File: src/rtl/gpio_edge_pkg.sv
package gpio_edge_pkg;
  localparam int PORT_W = 8;
  localparam int SRC_W  = 16;
  localparam int ADDR_W = 2;

  typedef enum logic [ADDR_W-1:0] {
    REG_DATA = 2'd0,
    REG_POL  = 2'd1,
    REG_DIR  = 2'd2,
    REG_RSVD = 2'd3
  } reg_sel_e;

  // port bit -> interrupt source position
  function automatic int src_pos(int i);
    if (i < 4)      return i;
    else if (i < 6) return i + 2;
    else            return i + 8;
  endfunction
endpackage

File: src/rtl/gpio_edge_regs.sv
module gpio_edge_regs
  import gpio_edge_pkg::*;
(
  input  logic              clk_i,
  input  logic              rst_ni,
  input  logic [ADDR_W-1:0] addr_i,
  input  logic [PORT_W-1:0] wdata_i,
  input  logic              wr_i,
  input  logic              rd_i,
  input  logic [PORT_W-1:0] in_i,
  output logic [PORT_W-1:0] out_o,
  output logic [PORT_W-1:0] dir_o,
  output logic [PORT_W-1:0] pol_o,
  output logic [PORT_W-1:0] rdata_o
);
  logic [PORT_W-1:0] out_q, dir_q, pol_q, rdata_q, rd_mux;
  reg_sel_e sel;

  assign sel = reg_sel_e'(addr_i);

  always_comb begin
    unique case (sel)
      REG_DATA: rd_mux = (in_i & ~dir_q) | (out_q & dir_q);
      REG_POL:  rd_mux = pol_q;
      REG_DIR:  rd_mux = dir_q;
      default:  rd_mux = '0;
    endcase
  end

  always_ff @(posedge clk_i or negedge rst_ni) begin
    if (!rst_ni) begin
      out_q   <= '0;
      dir_q   <= '0;
      pol_q   <= '0;
      rdata_q <= '0;
    end else begin
      if (rd_i) rdata_q <= rd_mux;
      if (wr_i) begin
        unique case (sel)
          REG_DATA: out_q <= wdata_i;
          REG_POL:  pol_q <= wdata_i;
          REG_DIR:  dir_q <= wdata_i;
          default:  ;
        endcase
      end
    end
  end

  assign out_o   = out_q;
  assign dir_o   = dir_q;
  assign pol_o   = pol_q;
  assign rdata_o = rdata_q;

  a_r2_dir_load: assert property (@(posedge clk_i) disable iff (!rst_ni)
    (wr_i && sel == REG_DIR) |=> (dir_q == $past(wdata_i)));
  a_r2_out_load: assert property (@(posedge clk_i) disable iff (!rst_ni)
    (wr_i && sel == REG_DATA) |=> (out_q == $past(wdata_i)));
  a_r9_rsvd_write: assert property (@(posedge clk_i) disable iff (!rst_ni)
    (wr_i && sel == REG_RSVD) |=> ($stable(out_q) && $stable(dir_q) && $stable(pol_q)));
  a_r3_rdata_hold: assert property (@(posedge clk_i) disable iff (!rst_ni)
    !rd_i |=> $stable(rdata_q));
endmodule

File: src/rtl/gpio_edge_detect.sv
module gpio_edge_detect
  import gpio_edge_pkg::*;
(
  input  logic              clk_i,
  input  logic              rst_ni,
  input  logic [PORT_W-1:0] pin_i,
  input  logic [PORT_W-1:0] dir_i,
  input  logic [PORT_W-1:0] pol_i,
  output logic [PORT_W-1:0] in_o,
  output logic [PORT_W-1:0] evt_o
);
  logic [PORT_W-1:0] in_q, lvl_q, evt_q, lvl;

  // active level: pin agrees with polarity
  assign lvl = ~(in_q ^ pol_i);

  always_ff @(posedge clk_i or negedge rst_ni) begin
    if (!rst_ni) begin
      in_q  <= '0;
      lvl_q <= '1;
      evt_q <= '0;
    end else begin
      in_q  <= pin_i;
      lvl_q <= lvl;
      evt_q <= lvl & ~lvl_q & ~dir_i;
    end
  end

  assign in_o  = in_q;
  assign evt_o = evt_q;

  a_r7_no_output_evt: assert property (@(posedge clk_i) disable iff (!rst_ni)
    (evt_q & $past(dir_i)) == '0);
  a_r4_single_pulse: assert property (@(posedge clk_i) disable iff (!rst_ni)
    (evt_q & $past(evt_q)) == '0);
endmodule

File: src/rtl/gpio_edge_srcmap.sv
module gpio_edge_srcmap
  import gpio_edge_pkg::*;
(
  input  logic [PORT_W-1:0] evt_i,
  output logic [SRC_W-1:0]  src_o
);
  always_comb begin
    src_o = '0;
    for (int i = 0; i < PORT_W; i++) src_o[src_pos(i)] = evt_i[i];
  end
endmodule

File: src/rtl/gpio_edge_port.sv
module gpio_edge_port
  import gpio_edge_pkg::*;
(
  input  logic              clk_i,
  input  logic              rst_ni,
  input  logic [ADDR_W-1:0] addr_i,
  input  logic [PORT_W-1:0] wdata_i,
  input  logic              wr_i,
  input  logic              rd_i,
  output logic [PORT_W-1:0] rdata_o,
  input  logic [PORT_W-1:0] pin_i,
  output logic [PORT_W-1:0] pin_o,
  output logic [PORT_W-1:0] pin_oe_o,
  output logic [PORT_W-1:0] evt_o,
  output logic [SRC_W-1:0]  src_o
);
  logic [PORT_W-1:0] in_s, dir_s, pol_s, out_s, evt_s;

  gpio_edge_regs u_regs (
    .clk_i   (clk_i),
    .rst_ni  (rst_ni),
    .addr_i  (addr_i),
    .wdata_i (wdata_i),
    .wr_i    (wr_i),
    .rd_i    (rd_i),
    .in_i    (in_s),
    .out_o   (out_s),
    .dir_o   (dir_s),
    .pol_o   (pol_s),
    .rdata_o (rdata_o)
  );

  gpio_edge_detect u_detect (
    .clk_i  (clk_i),
    .rst_ni (rst_ni),
    .pin_i  (pin_i),
    .dir_i  (dir_s),
    .pol_i  (pol_s),
    .in_o   (in_s),
    .evt_o  (evt_s)
  );

  gpio_edge_srcmap u_map (
    .evt_i (evt_s),
    .src_o (src_o)
  );

  assign pin_o    = out_s;
  assign pin_oe_o = dir_s;
  assign evt_o    = evt_s;

  a_r8_src_count: assert property (@(posedge clk_i) disable iff (!rst_ni)
    $countones(src_o) == $countones(evt_o));
  a_r8_src_unused: assert property (@(posedge clk_i) disable iff (!rst_ni)
    (src_o & 16'h3F30) == '0);
endmodule

File: config.mk
export PLATFORM = sky130hd
export DESIGN_NAME = gpio_edge_port
export DESIGN_NICKNAME = d
export VERILOG_FILES = /design/src/rtl/gpio_edge_pkg.sv /design/src/rtl/gpio_edge_regs.sv /design/src/rtl/gpio_edge_detect.sv /design/src/rtl/gpio_edge_srcmap.sv /design/src/rtl/gpio_edge_port.sv
export SDC_FILE = /design/constraint.sdc
export NUM_CORES = 1
export LEC_CHECK = 0
export BUFFER_PORTS_ARGS = -buffer_cell sky130_fd_sc_hd__buf_2
export CELL_PAD_IN_SITES_DETAIL_PLACEMENT = 0
export CELL_PAD_IN_SITES_GLOBAL_PLACEMENT = 1
export CORE_MARGIN = 2
export CORE_UTILIZATION = 36
export DETAILED_ROUTE_END_ITERATION = 7
export PLACE_DENSITY_LB_ADDON = 0.1
export SYNTH_ARGS = -nofsm -noshare
export SYNTH_HDL_FRONTEND = slang
export SYNTH_HIERARCHICAL = 1
export SYNTH_SLANG_ARGS = --single-unit
File: constraint.sdc
create_clock -name clk_i -period 0.9 [get_ports clk_i]
set_clock_uncertainty 0.1 [all_clocks]
set_input_delay 0 -clock clk_i [delete_from_list [all_inputs] [get_ports clk_i]]
set_output_delay 0 -clock clk_i [all_outputs]
set_load 0.05 [all_outputs]
# After elaboration in Yosys (flattened, before gate mapping)

Cells that the tools add are included.

Eq/ne operators: 2
Mux-type cells: 1
Reductions and logical operators: 4
Bitwise logic cells: 9

Operators by type and width:

| cell                                                            | number |
|---|---|
| 8-bit AND                                                       | 4 |
| 8-bit inverter                                                  | 3 |
| 8-bit one-hot mux with 3 select lines                           | 1 |
| 8-bit OR                                                        | 1 |
| 8-bit bitwise XOR                                               | 1 |
| 2-bit AND reduction                                             | 3 |
| 2-bit by 1-bit == test with 1-bit output, second input constant | 1 |
| 2-bit == test, second input constant                            | 1 |
| 2-bit zero test                                                 | 1 |

Output and inout port bits: 48
Register bits after elaboration: 56
Word-level logic and storage cells: 23
Bits of input ports: 22

# Depth between registers and ports, before layout

Gate-level depths: netlist (run 1).

Word-level depth: 4
Mapped depth: 5
Mapped depth without buffers: 3

# Hierarchy

Netlist (run 1), hierarchy kept.

By module, submodules not included:

| module           | cells an instance | area an instance (um^2) | sequential area each (um^2) | times used |
|---|---|---|---|---|
| gpio_edge_regs   | 107               | 1427.6                  | 800.8                       | 1 |
| gpio_edge_detect | 40                | 780.7                   | 610.6                       | 1 |
| gpio_edge_srcmap | 17                | 123.9                   | 0.0                         | 1 |

# Least setup slack after synthesis (run 1)

No wires, ideal clock.

Kind: flip-flop to flip-flop
Start: register u_regs.dir_q[0] (netlist: u_regs/dir_o[0])
End: register u_regs.rdata_q[0] (netlist: u_regs/rdata_o[0])
Setup time: 143 ps
Stages on the path, launching flop included: 4
Clock period less this slack: 1235 ps
Slack: -335 ps
Data arrival time: 992 ps
Buffers on the path: 0
Data required time: 657 ps
Cells stage by stage: dfrtp_1 -> nor2_1 -> a22oi_1 -> o221ai_1

Word-level cells in the longest chain between the ends: 4
Elaborated cells between the ends (all ways): 5
Those cells by class: mux (1); bitwise (4)

Ends and longest elaborated chain:

| element                                   | RTL line             | text |
|---|---|---|
| start: declaration                        | gpio_edge_regs.sv:16 | `logic [PORT_W-1:0] out_q, dir_q, pol_q, rdata_q, rd_mux;` |
| start signal: assignment                  | gpio_edge_regs.sv:42 | `REG_DIR: dir_q <= wdata_i;` |
| 8-bit inverter                            | gpio_edge_regs.sv:23 | `REG_DATA: rd_mux = (in_i & ~dir_q) \| (out_q & dir_q);` |
| 8-bit AND                                 | gpio_edge_regs.sv:23 |  |
| 8-bit OR                                  | gpio_edge_regs.sv:23 |  |
| 8-bit one-hot mux with 3 select lines (*) | gpio_edge_regs.sv:22 | `unique case (sel)` |
| end signal: assignment                    | gpio_edge_regs.sv:37 | `if (rd_i) rdata_q <= rd_mux;` |
| end: declaration                          | gpio_edge_regs.sv:16 |  |

Mark *: on every way between the ends. The rest lies on a longest branch, timed or not.
A chain may end at the register's enable or synchronous reset.

# Final worst setup path (run 1)

Start: register u_regs.dir_q[4] (netlist: u_regs/dir_o[4])
End: output pin_oe_o[4]

RTL lines:

| element          | RTL line             | text |
|---|---|---|
| end: declaration | gpio_edge_port.sv:13 | `output logic [PORT_W-1:0] pin_oe_o,` |

No word-level cell between the ends.

==> results of run 1 <==
[state kept, by name (all words and copies together), names as in the netlist]
register,count
u_detect/evt_o,8
u_detect/in_o,8
u_detect/lvl_q,8
u_regs/dir_o,8
u_regs/out_o,8
u_regs/pol_o,8
u_regs/rdata_o,8
[synthesized netlist by cell type (all sizes together) (2+ instances only)]
cell	number
a22oi	7
buf	20
clkbuf	2
dfrtp	48
dfstp	8
inv	8
mux2	24
nor2	7
nor3b	10
o2111ai	8
o221ai	8
xnor2	8
[where the power goes]
group          internal (uW)  switching (uW)  total, uW  leakage [uW]
logic                   1890            2020       3910       0.00110
registers               3060             406       3460      0.000640
clock network            628             812       1440     0.0000445
total                   5580            3240       8810       0.00178
[layout make-up]
class | instances | area share
flip-flops and latches | 56 | 0.369
clock inverters | 1 | 0.00192
multi-input cells | 84 | 0.248
inverters | 9 | 0.00896
clock buffers | 7 | 0.0221
well taps | 77 | 0.0246
repair buffers | 128 | 0.325
[worst max-delay path, stage by stage, from the launching register on]
cell and delay, ns:
dfrtp_2 0.44, buf_6 0.13, buf_8 0.14
[cells by family (layout without fill, tap and decap cells)]
| kind of cell | after synthesis | count (layout) | share of synthesized area |
|---|---|---|---|
| DFF | 56 | 56 | 0.605 |
| buffers and inverters | 31 | 145 | 0.0815 |
| AOI/OAI and AO/OA | 24 | 24 | 0.0848 |
| muxes | 24 | 24 | 0.116 |
| and+or+nand+nor | 20 | 20 | 0.0810 |
| xor gates and xnor gates | 8 | 8 | 0.0300 |
| other | 1 | 8 | 0.00161 |
[metrics by stage]
stage                     area (sq um)   util  setup TNS (ns)
after floorplan                   2420      -           -3.63
after global placement            2910  0.461           -4.08
after detailed placement          2910  0.461           -4.77
after CTS                         3790  0.601           -8.22
after global routing              3910  0.620          -10.46
final                             3910  0.620           -7.90
[path summary, 6_finish.rpt]
kind                                      to             from  cells after the start
setup / recovery                 pin_oe_o[4]  u_regs/dir_o[4]                      2
hold reg to reg            u_detect/lvl_q[2]  u_regs/pol_o[2]                      1
min in group asynchronous  u_regs/rdata_o[6]           rst_ni                      3
max in group asynchronous  u_detect/lvl_q[0]           rst_ni                      3
setup reg to reg           u_regs/rdata_o[5]  u_regs/dir_o[5]                      4
hold / removal             u_regs/rdata_o[0]             rd_i                      3
[what timing repair did]
| action | in CTS | in global routing |
|---|---|---|
| gates resized for setup | 136 | 23 |
| setup endpoints to repair | 74 | 84 |
| hold endpoints to repair | 88 | 0 |
| hold buffers | 17 | 0 |
| gates cloned | 0 | 0 |
| buffers inserted | 19 | 1 |
| pin swaps | 16 | 18 |
[routing by layer]
| metal | GRT usage | share of wire | up-vias |
|---|---|---|---|
| li1 | - | - | 802 |
| met1 | 0.212 | 0.42 | 878 |
| met2 | 0.287 | 0.53 | 46 |
| met3 | 0.0403 | 0.044 | 5 |
| met4 | 0.0433 | 0.010 | 0 |
| met5 | 0 | 0 | - |
==> impl_metrics.yaml, run 1 <==
grt:
  antenna_found_initial: 0
  grt_max_degree: 57
  grt_pass1_vias: 1812
  grt_pass1_wl_mm: 9.34
  grt_remaining_overflow: 0
  grt_use_total: 0.167
critical_path:
  cp_max_fo: 2
  rrSetupSlack_ns: -0.19
  setup.worst_path.class: "reg -> out"
  cp_data_arrival_time_ns: 1.02
  crit_path_start_kind: "flop"
  endpoint_kind: "primary output"
  crit_required_ns: 0.80
timing:
  fin_crit_sh: 1.24
  setup_viol: 80
  period_needed_ns: 1.12
  drv_slew: 0
  fmax_ghz: 0.894
  setup_ws_ns: -0.219
  fin_hold_ws_ns: 0.000362
  final_hold_viol_count: 0
  grt_setup_unrepaired: "true"
route:
  dr.pass1.iters: 4
  drtIter0Drc: 75
  remaining_drc_errors: 0
  final_antenna_net_count: 0
  vias: 1731
  vias_per_cell: 4.78
  routed_wl_mm: 5.69
  drt-wirelength-per-cell_um: 15.7
yosys:
  yosys_warnings: 6
  syn_inst: 164
  yosysSeqAreaShare: 0.605
  ys.flop_type: "dfrtp_1"
  avgSynthCellArea_sq_um: 14.2
  synth_cell_types: 22
  synth_largest_area_cell: "dfrtp_1"
  synthesis.area_sq_um: 2330
  netlist_top_cells_area: "dfrtp_1 52%, mux2_2 12%, dfstp_2 9.0%"
  synth-seq-cells: 56
  yosysTopAreaCellShare: 0.515
  synthArstFlopShare: 1.00
  synth_edf_count: 0
clock_tree:
  clk_pin_slew_ns: 0.10
  clock_latency_ns: 0.31
  cts_root_buf: "clkbuf_8"
  ctsHtreeMaxLevel: 2
  clockBufferDepth: 2
  cts.sinks: 56
  cts_buffers: 5
  cts_tree: "yes"
power:
  ir_drop_mv: 1.20
  power.density_nw_per_um2: 2250
  power_leakage_uw: 0.00178
  finalPower_uw: 8810
layout:
  n_antenna_cell: 0
  area_growth_pct: 67.7
  instances_no_fill: 362
  final_common_cell: "buf_6"
  multiInputGateArea_sq_um: 970
  final_cell_mix: "57 x buf_6, 26 x dfrtp_2, 22 x dfrtp_1, 21 x buf_2, 20 x buf_4"
  fillers: 494
  regArea_sq_um: 1440
  nets: 306
  drive_gt1_frac: 0.737
die:
  die-width_um: 84.5
  fp.dieH_um: 84.5
  dieArea_sq_um: 7140
  start_util: 0.369
  core_sq_um: 6310
  core.rowCount: 29
  ios: 70
run:
  maxCapViolCount: 0
placement:
  placedCellCount: 317
  port_buffers: 61
  dp_hpwl_mm: 3.62
  pre_cts_slack_ns: -0.198
  place.gp.congestion: 0.776
hold_path:
  min_path_type: "in -> reg"
status:
  violations: "setup timing"
  status: "finished, violations left"
No activity file was read; power rests on OpenSTA's default activity.
==> inputs of run 2 (changes only) <==
--- a/config.mk
+++ b/config.mk
@@ -12,6 +12,8 @@
 export CORE_UTILIZATION = 36
 export DETAILED_ROUTE_END_ITERATION = 7
 export PLACE_DENSITY_LB_ADDON = 0.1
+export REMOVE_ABC_BUFFERS = 1
+export SETUP_SLACK_MARGIN = 0.2
 export SYNTH_ARGS = -nofsm -noshare
 export SYNTH_HDL_FRONTEND = slang
 export SYNTH_HIERARCHICAL = 1
==> run 2 against run 1 <==
The flow finishes with violations (hold timing, setup timing). Utilization increased by 1.4 points. Hold slack got worse by 0.15 ns. Combinational power increased by 6.9%. Sequential power decreased by 1%. Via count increased by 0.29%. Maximum frequency decreased by 0.67%. Power increased by 8.2%. Highest routed layer unchanged. Die area unchanged. Clock power increased by 35%.
==> impl_metrics.yaml, run 2 (synthesis gave the netlist of run 1 again) <==
status:
  status: "finished, violations left"
  violations: "hold timing, setup timing"
hold_path:
  hold_end: "u_regs/out_o[3]"
  holdPathStages: 2
  hp-start: "wdata_i[3]"
  min_path_type: "in -> reg"
timing:
  drv_slew: 0
  setup_viol: 79
  fin_crit_sh: 1.25
  grt_setup_unrepaired: "true"
  fin_hold_ws_ns: -0.150
  final_hold_viol_count: 24
  fmax_ghz: 0.888
  setup_ws_ns: -0.226
  period_needed_ns: 1.13
critical_path:
  crit_path_start_kind: "flop"
  r2r-start: "u_regs/dir_o[5]"
  cp_max_fo: 2
  crit_buf_inv: 2
  endpoint_kind: "primary output"
  cpLargestDelayFamily: "flip-flops"
  cp_data_arrival_time_ns: 1.03
  cp_slowest_cell: "dfrtp_1"
  r2r_cells: 4
  rrSetupSlack_ns: -0.18
  crit_required_ns: 0.80
  slowest_delay_ns: 0.42
  crit_chain: "buf_4, buf_6"
  worstReg2RegEnd: "u_regs/rdata_o[5]"
  setup.worst_path.class: "reg -> out"
grt:
  grt_max_degree: 57
  grt_use_total: 0.170
  grt_pass1_wl_mm: 9.56
  grt_remaining_overflow: 0
  antenna_found_initial: 0
  grt_pass1_vias: 1856
route:
  drtIter0Drc: 41
  dr.pass1.iters: 4
  drt-wirelength-per-cell_um: 15.8
  routed_wl_mm: 5.82
  remaining_drc_errors: 0
  vias: 1736
  final_antenna_net_count: 0
  vias_per_cell: 4.70
layout:
  final_common_cell: "buf_6"
  nets: 313
  drive_gt1_frac: 0.692
  n_antenna_cell: 0
  area_growth_pct: 71.4
  final_cell_mix: "61 x buf_6, 47 x dfrtp_1, 28 x buf_4, 21 x buf_2, 15 x buf_8"
  final_util: 0.633
die:
  core_sq_um: 6310
  die-width_um: 84.5
  ios: 70
  dieArea_sq_um: 7140
  fp.dieH_um: 84.5
  core.rowCount: 29
  start_util: 0.369
power:
  p_seq_frac: 0.358
  switchingPower_uw: 3330
  p_int_uw: 6210
  power.density_nw_per_um2: 2390
  p_sw_frac: 0.349
  ir_drop_mv: 1.25
  p_clk_frac: 0.204
  combPwrFrac: 0.438
  power_leakage_uw: 0.00187
clock_tree:
  clockBufferDepth: 2
  cts.sinks: 56
  clock_latency_ns: 0.31
  holdBufCountCts: 9
  cts_buffers: 5
  ctsHtreeMaxLevel: 2
  cts_root_buf: "clkbuf_8"
  clk_pin_slew_ns: 0.11
  cts_tree: "yes"
placement:
  dp_hpwl_mm: 3.66
  place.gp.congestion: 0.794
  port_buffers: 61
  pre_cts_slack_ns: -0.174
run:
  maxCapViolCount: 0
## run 2: what timing repair did
item                       4_1_cts  5_1_grt
hold endpoints to repair        88       24
setup endpoints to repair       88       88
resized for setup              149       25
pin swaps                       15       12
buffers inserted                21        6
gates cloned                     0        0
## run 2: power groups by stage
stage | sequential (uW) | combinational (uW) | clock (uW)
floorplan | 4520 | 584 | 0
global placement | 3350 | 2720 | 0
detailed placement | 3370 | 2760 | 0
CTS | 3390 | 3950 | 2010
global route | 3470 | 4380 | 2100
finish | 3410 | 4180 | 1950
## run 2: metrics by stage
stage | hold WS (ns) | TNS [ns] | total power [uW] | cells | instance area, sq um
finish | -0.150 | -8.70 | 9530 | 369 | 4000
global route | -0.152 | -11.66 | 9950 | 369 | 4000
CTS | -0.162 | -8.99 | 9360 | 363 | 3820
detailed placement | -0.0769 | -4.94 | 6130 | 325 | 2900
global placement | -0.0798 | -4.14 | 6080 | 325 | 2900
floorplan | -0.396 | -8.10 | 5100 | 149 | 2200
## run 2: cell type report
cell class	instances	area [sq um]
Timing Repair Buffer	135	1340
Tap cell	77	96.3
Multi-Input combinational cell	84	985
Clock inverter	2	60.1
Fill cell	504	2320
Sequential cell	56	1410
Inverter	9	33.8
Clock buffer	6	72.6
## run 2: worst max path at each step
stage                          startpoint           endpoint  slack (ns)  depth (start not counted)
after global routing      u_regs/dir_o[5]  u_regs/rdata_o[5]       -0.28                          4
final                     u_regs/dir_o[5]        pin_oe_o[5]       -0.23                          2
after global placement          addr_i[0]    u_regs/out_o[2]       -0.17                          4
after floorplan           u_regs/dir_o[0]  u_regs/rdata_o[0]       -0.33                          3
after detailed placement        addr_i[0]    u_regs/out_o[7]       -0.17                          4
after CTS                 u_regs/dir_o[2]        pin_oe_o[2]       -0.23                          2
## run 2: layer usage
metal	vias to the layer above	part of all wire	wire length, um	GRT usage
met5	-	0	0	0
met4	0	0.0076	44	0.0390
met2	44	0.53	3070	0.285
li1	815	-	-	-
met3	4	0.039	229	0.0383
met1	873	0.43	2480	0.226
## run 2: worst reg2reg max path, delay by kind of cell, from the launching register on
| kind | cells | cell delay [ns] |
|---|---|---|
| flip-flops | 1 | 0.42 |
| AO/OA/AOI/OAI | 2 | 0.20 |
| AND/OR/NAND/NOR | 1 | 0.15 |
| buffers and inverters | 1 | 0.14 |
==> inputs of run 3 (changes only) <==
--- a/config.mk
+++ b/config.mk
@@ -6,10 +6,10 @@
 export NUM_CORES = 1
 export LEC_CHECK = 0
 export BUFFER_PORTS_ARGS = -buffer_cell sky130_fd_sc_hd__buf_2
-export CELL_PAD_IN_SITES_DETAIL_PLACEMENT = 0
-export CELL_PAD_IN_SITES_GLOBAL_PLACEMENT = 1
+export CELL_PAD_IN_SITES_DETAIL_PLACEMENT = 1
+export CELL_PAD_IN_SITES_GLOBAL_PLACEMENT = 2
 export CORE_MARGIN = 2
-export CORE_UTILIZATION = 36
+export CORE_UTILIZATION = 30
 export DETAILED_ROUTE_END_ITERATION = 7
 export PLACE_DENSITY_LB_ADDON = 0.1
 export REMOVE_ABC_BUFFERS = 1
==> run 3 against run 2 <==
Hold slack improved by 0.016 ns. Combinational power hardly changed. Sequential power hardly changed. The flow still finishes with violations (hold timing, setup timing). Die area rose by 19%. Largest power group unchanged. Worst setup slack gained 0.013 ns. Power shrank 5.1%. Non-clock buffer count down 1. Sequential cell count unchanged.
==> impl_metrics.yaml, run 3 (synthesis gave the netlist of run 1 again) <==
timing:
  setup_viol: 83
  final_hold_viol_count: 26
  fin_hold_ws_ns: -0.135
  setup_ws_ns: -0.213
  drv_slew: 0
  fmax_ghz: 0.899
  grt_setup_unrepaired: "true"
  fin_crit_sh: 1.24
  period_needed_ns: 1.11
die:
  die-width_um: 92.2
  ios: 70
  core.rowCount: 32
  fp.dieH_um: 92.2
  dieArea_sq_um: 8500
  core_sq_um: 7650
  start_util: 0.305
clock_tree:
  cts_buffers: 5
  clock_latency_ns: 0.30
  clockBufferDepth: 2
  cts_tree: "yes"
  cts.sinks: 56
  cts_root_buf: "clkbuf_8"
  ctsHtreeMaxLevel: 2
  clk_pin_slew_ns: 0.09
grt:
  grt_use_total: 0.158
  grt_max_degree: 54
  grt_remaining_overflow: 0
  grt_pass1_vias: 1968
  grt_pass1_wl_mm: 10.4
  antenna_found_initial: 0
critical_path:
  crit_required_ns: 1.02
  cp-startpoint: "u_regs/dir_o[5]"
  crit_path_start_kind: "flop"
  endpoint_kind: "flop"
  cp_max_fo: 3
  cp_data_arrival_time_ns: 1.23
  setup.worst_path.class: "reg -> reg"
  r2r-start: "u_regs/dir_o[5]"
route:
  wl_met2_mm: 3.51
  drt-wirelength-per-cell_um: 17.0
  final_antenna_net_count: 0
  routed_wl_mm: 6.69
  wl_met1_mm: 2.89
  dr.pass1.iters: 4
  vias: 1797
  routed.top_layer: "met4"
  remaining_drc_errors: 0
  drtIter0Drc: 34
  vias_per_cell: 4.57
  dr_wl_met3_um: 222
hold_path:
  min_path_type: "in -> reg"
  hp-start: "wdata_i[4]"
power:
  power_leakage_uw: 0.00186
  finalPower_uw: 9050
  power.density_nw_per_um2: 2270
  ir_drop_mv: 0.889
layout:
  instances_no_fill: 393
  nets: 312
  final_common_cell: "buf_6"
  fillers: 796
  final_area_sq_um: 3990
  n_antenna_cell: 0
  area_growth_pct: 71.1
  final_cell_mix: "62 x buf_6, 45 x dfrtp_1, 25 x buf_4, 21 x buf_2"
  drive_gt1_frac: 0.704
status:
  status: "finished, violations left"
  violations: "hold timing, setup timing"
placement:
  port_buffers: 61
  place.gp.congestion: 0.745
  placedCellCount: 349
  dp_hpwl_mm: 4.04
  place_area_sq_um: 2930
run:
  maxCapViolCount: 0
run 3: cell count changes in the layout (fill, tap and decap cells not counted), sizes merged:
cell	before	now
bufinv	2	0
buf	126	124
clkbuf	6	9
run 3: worst paths after layout:
| check | to | slack (ns) | cells after the start |
|---|---|---|---|
| min in group asynchronous | u_detect/evt_o[2] | 0 | 2 |
| min | u_regs/pol_o[4] | -0.13 | 2 |
| max | u_regs/rdata_o[5] | -0.21 | 4 |
| max reg2reg | u_regs/rdata_o[5] | -0.21 | 4 |
| min reg2reg | u_detect/lvl_q[6] | 0.39 | 1 |
| max in group asynchronous | u_detect/lvl_q[5] | 0.11 | 3 |
run 3: worst max-delay path, stage by stage (launching register included):
cell and delay, ns:
dfrtp_1 0.43, buf_4 0.16, nor3b_2 0.14, a21oi_1 0.06, o221ai_1 0.14
run 3: power breakdown:
| part | leakage [uW] | total (uW) | switching (uW) | internal [uW] |
|---|---|---|---|---|
| clock | 0.0000455 | 1420 | 785 | 631 |
| combinational | 0.00115 | 4200 | 2120 | 2080 |
| sequential | 0.000668 | 3440 | 417 | 3020 |
| total | 0.00186 | 9050 | 3320 | 5730 |
run 3: area by class of cell:
| cell class | count | area [sq um] | share of cell area |
|---|---|---|---|
| repair buffers | 134 | 1350 | 0.337 |
| inverters | 9 | 33.8 | 0.00847 |
| multi-input cells | 84 | 977 | 0.245 |
| well taps | 102 | 128 | 0.0320 |
| clock buffers | 8 | 90.1 | 0.0226 |
| flip-flops and latches | 56 | 1420 | 0.355 |
run 3: metrics by stage:
step | TNS, ns | util | worst slack [ns]
6_report | -8.60 | 0.522 | -0.213
5_1_grt | -11.81 | 0.522 | -0.300
4_1_cts | -8.96 | 0.504 | -0.220
3_5_place_dp | -5.93 | 0.383 | -0.195
3_3_place_gp | -4.91 | 0.383 | -0.170
2_1_floorplan | -8.10 | - | -0.334
run 3: layer usage:
layer  GRT usage  up-vias
li1            -      814
met1       0.200      931
met3      0.0353        6
met2       0.274       46
met4      0.0386        0
met5           0        -
run 3: repair_timing:
item / CTS / global route
gates cloned: 0 / 1
pin swaps: 20 / 13
hold buffers: 9 / 1
gates resized for setup: 158 / 24
setup buffers: 23 / 3
endpoints found under the setup margin: 88 / 141
hold endpoints to repair: 89 / 81
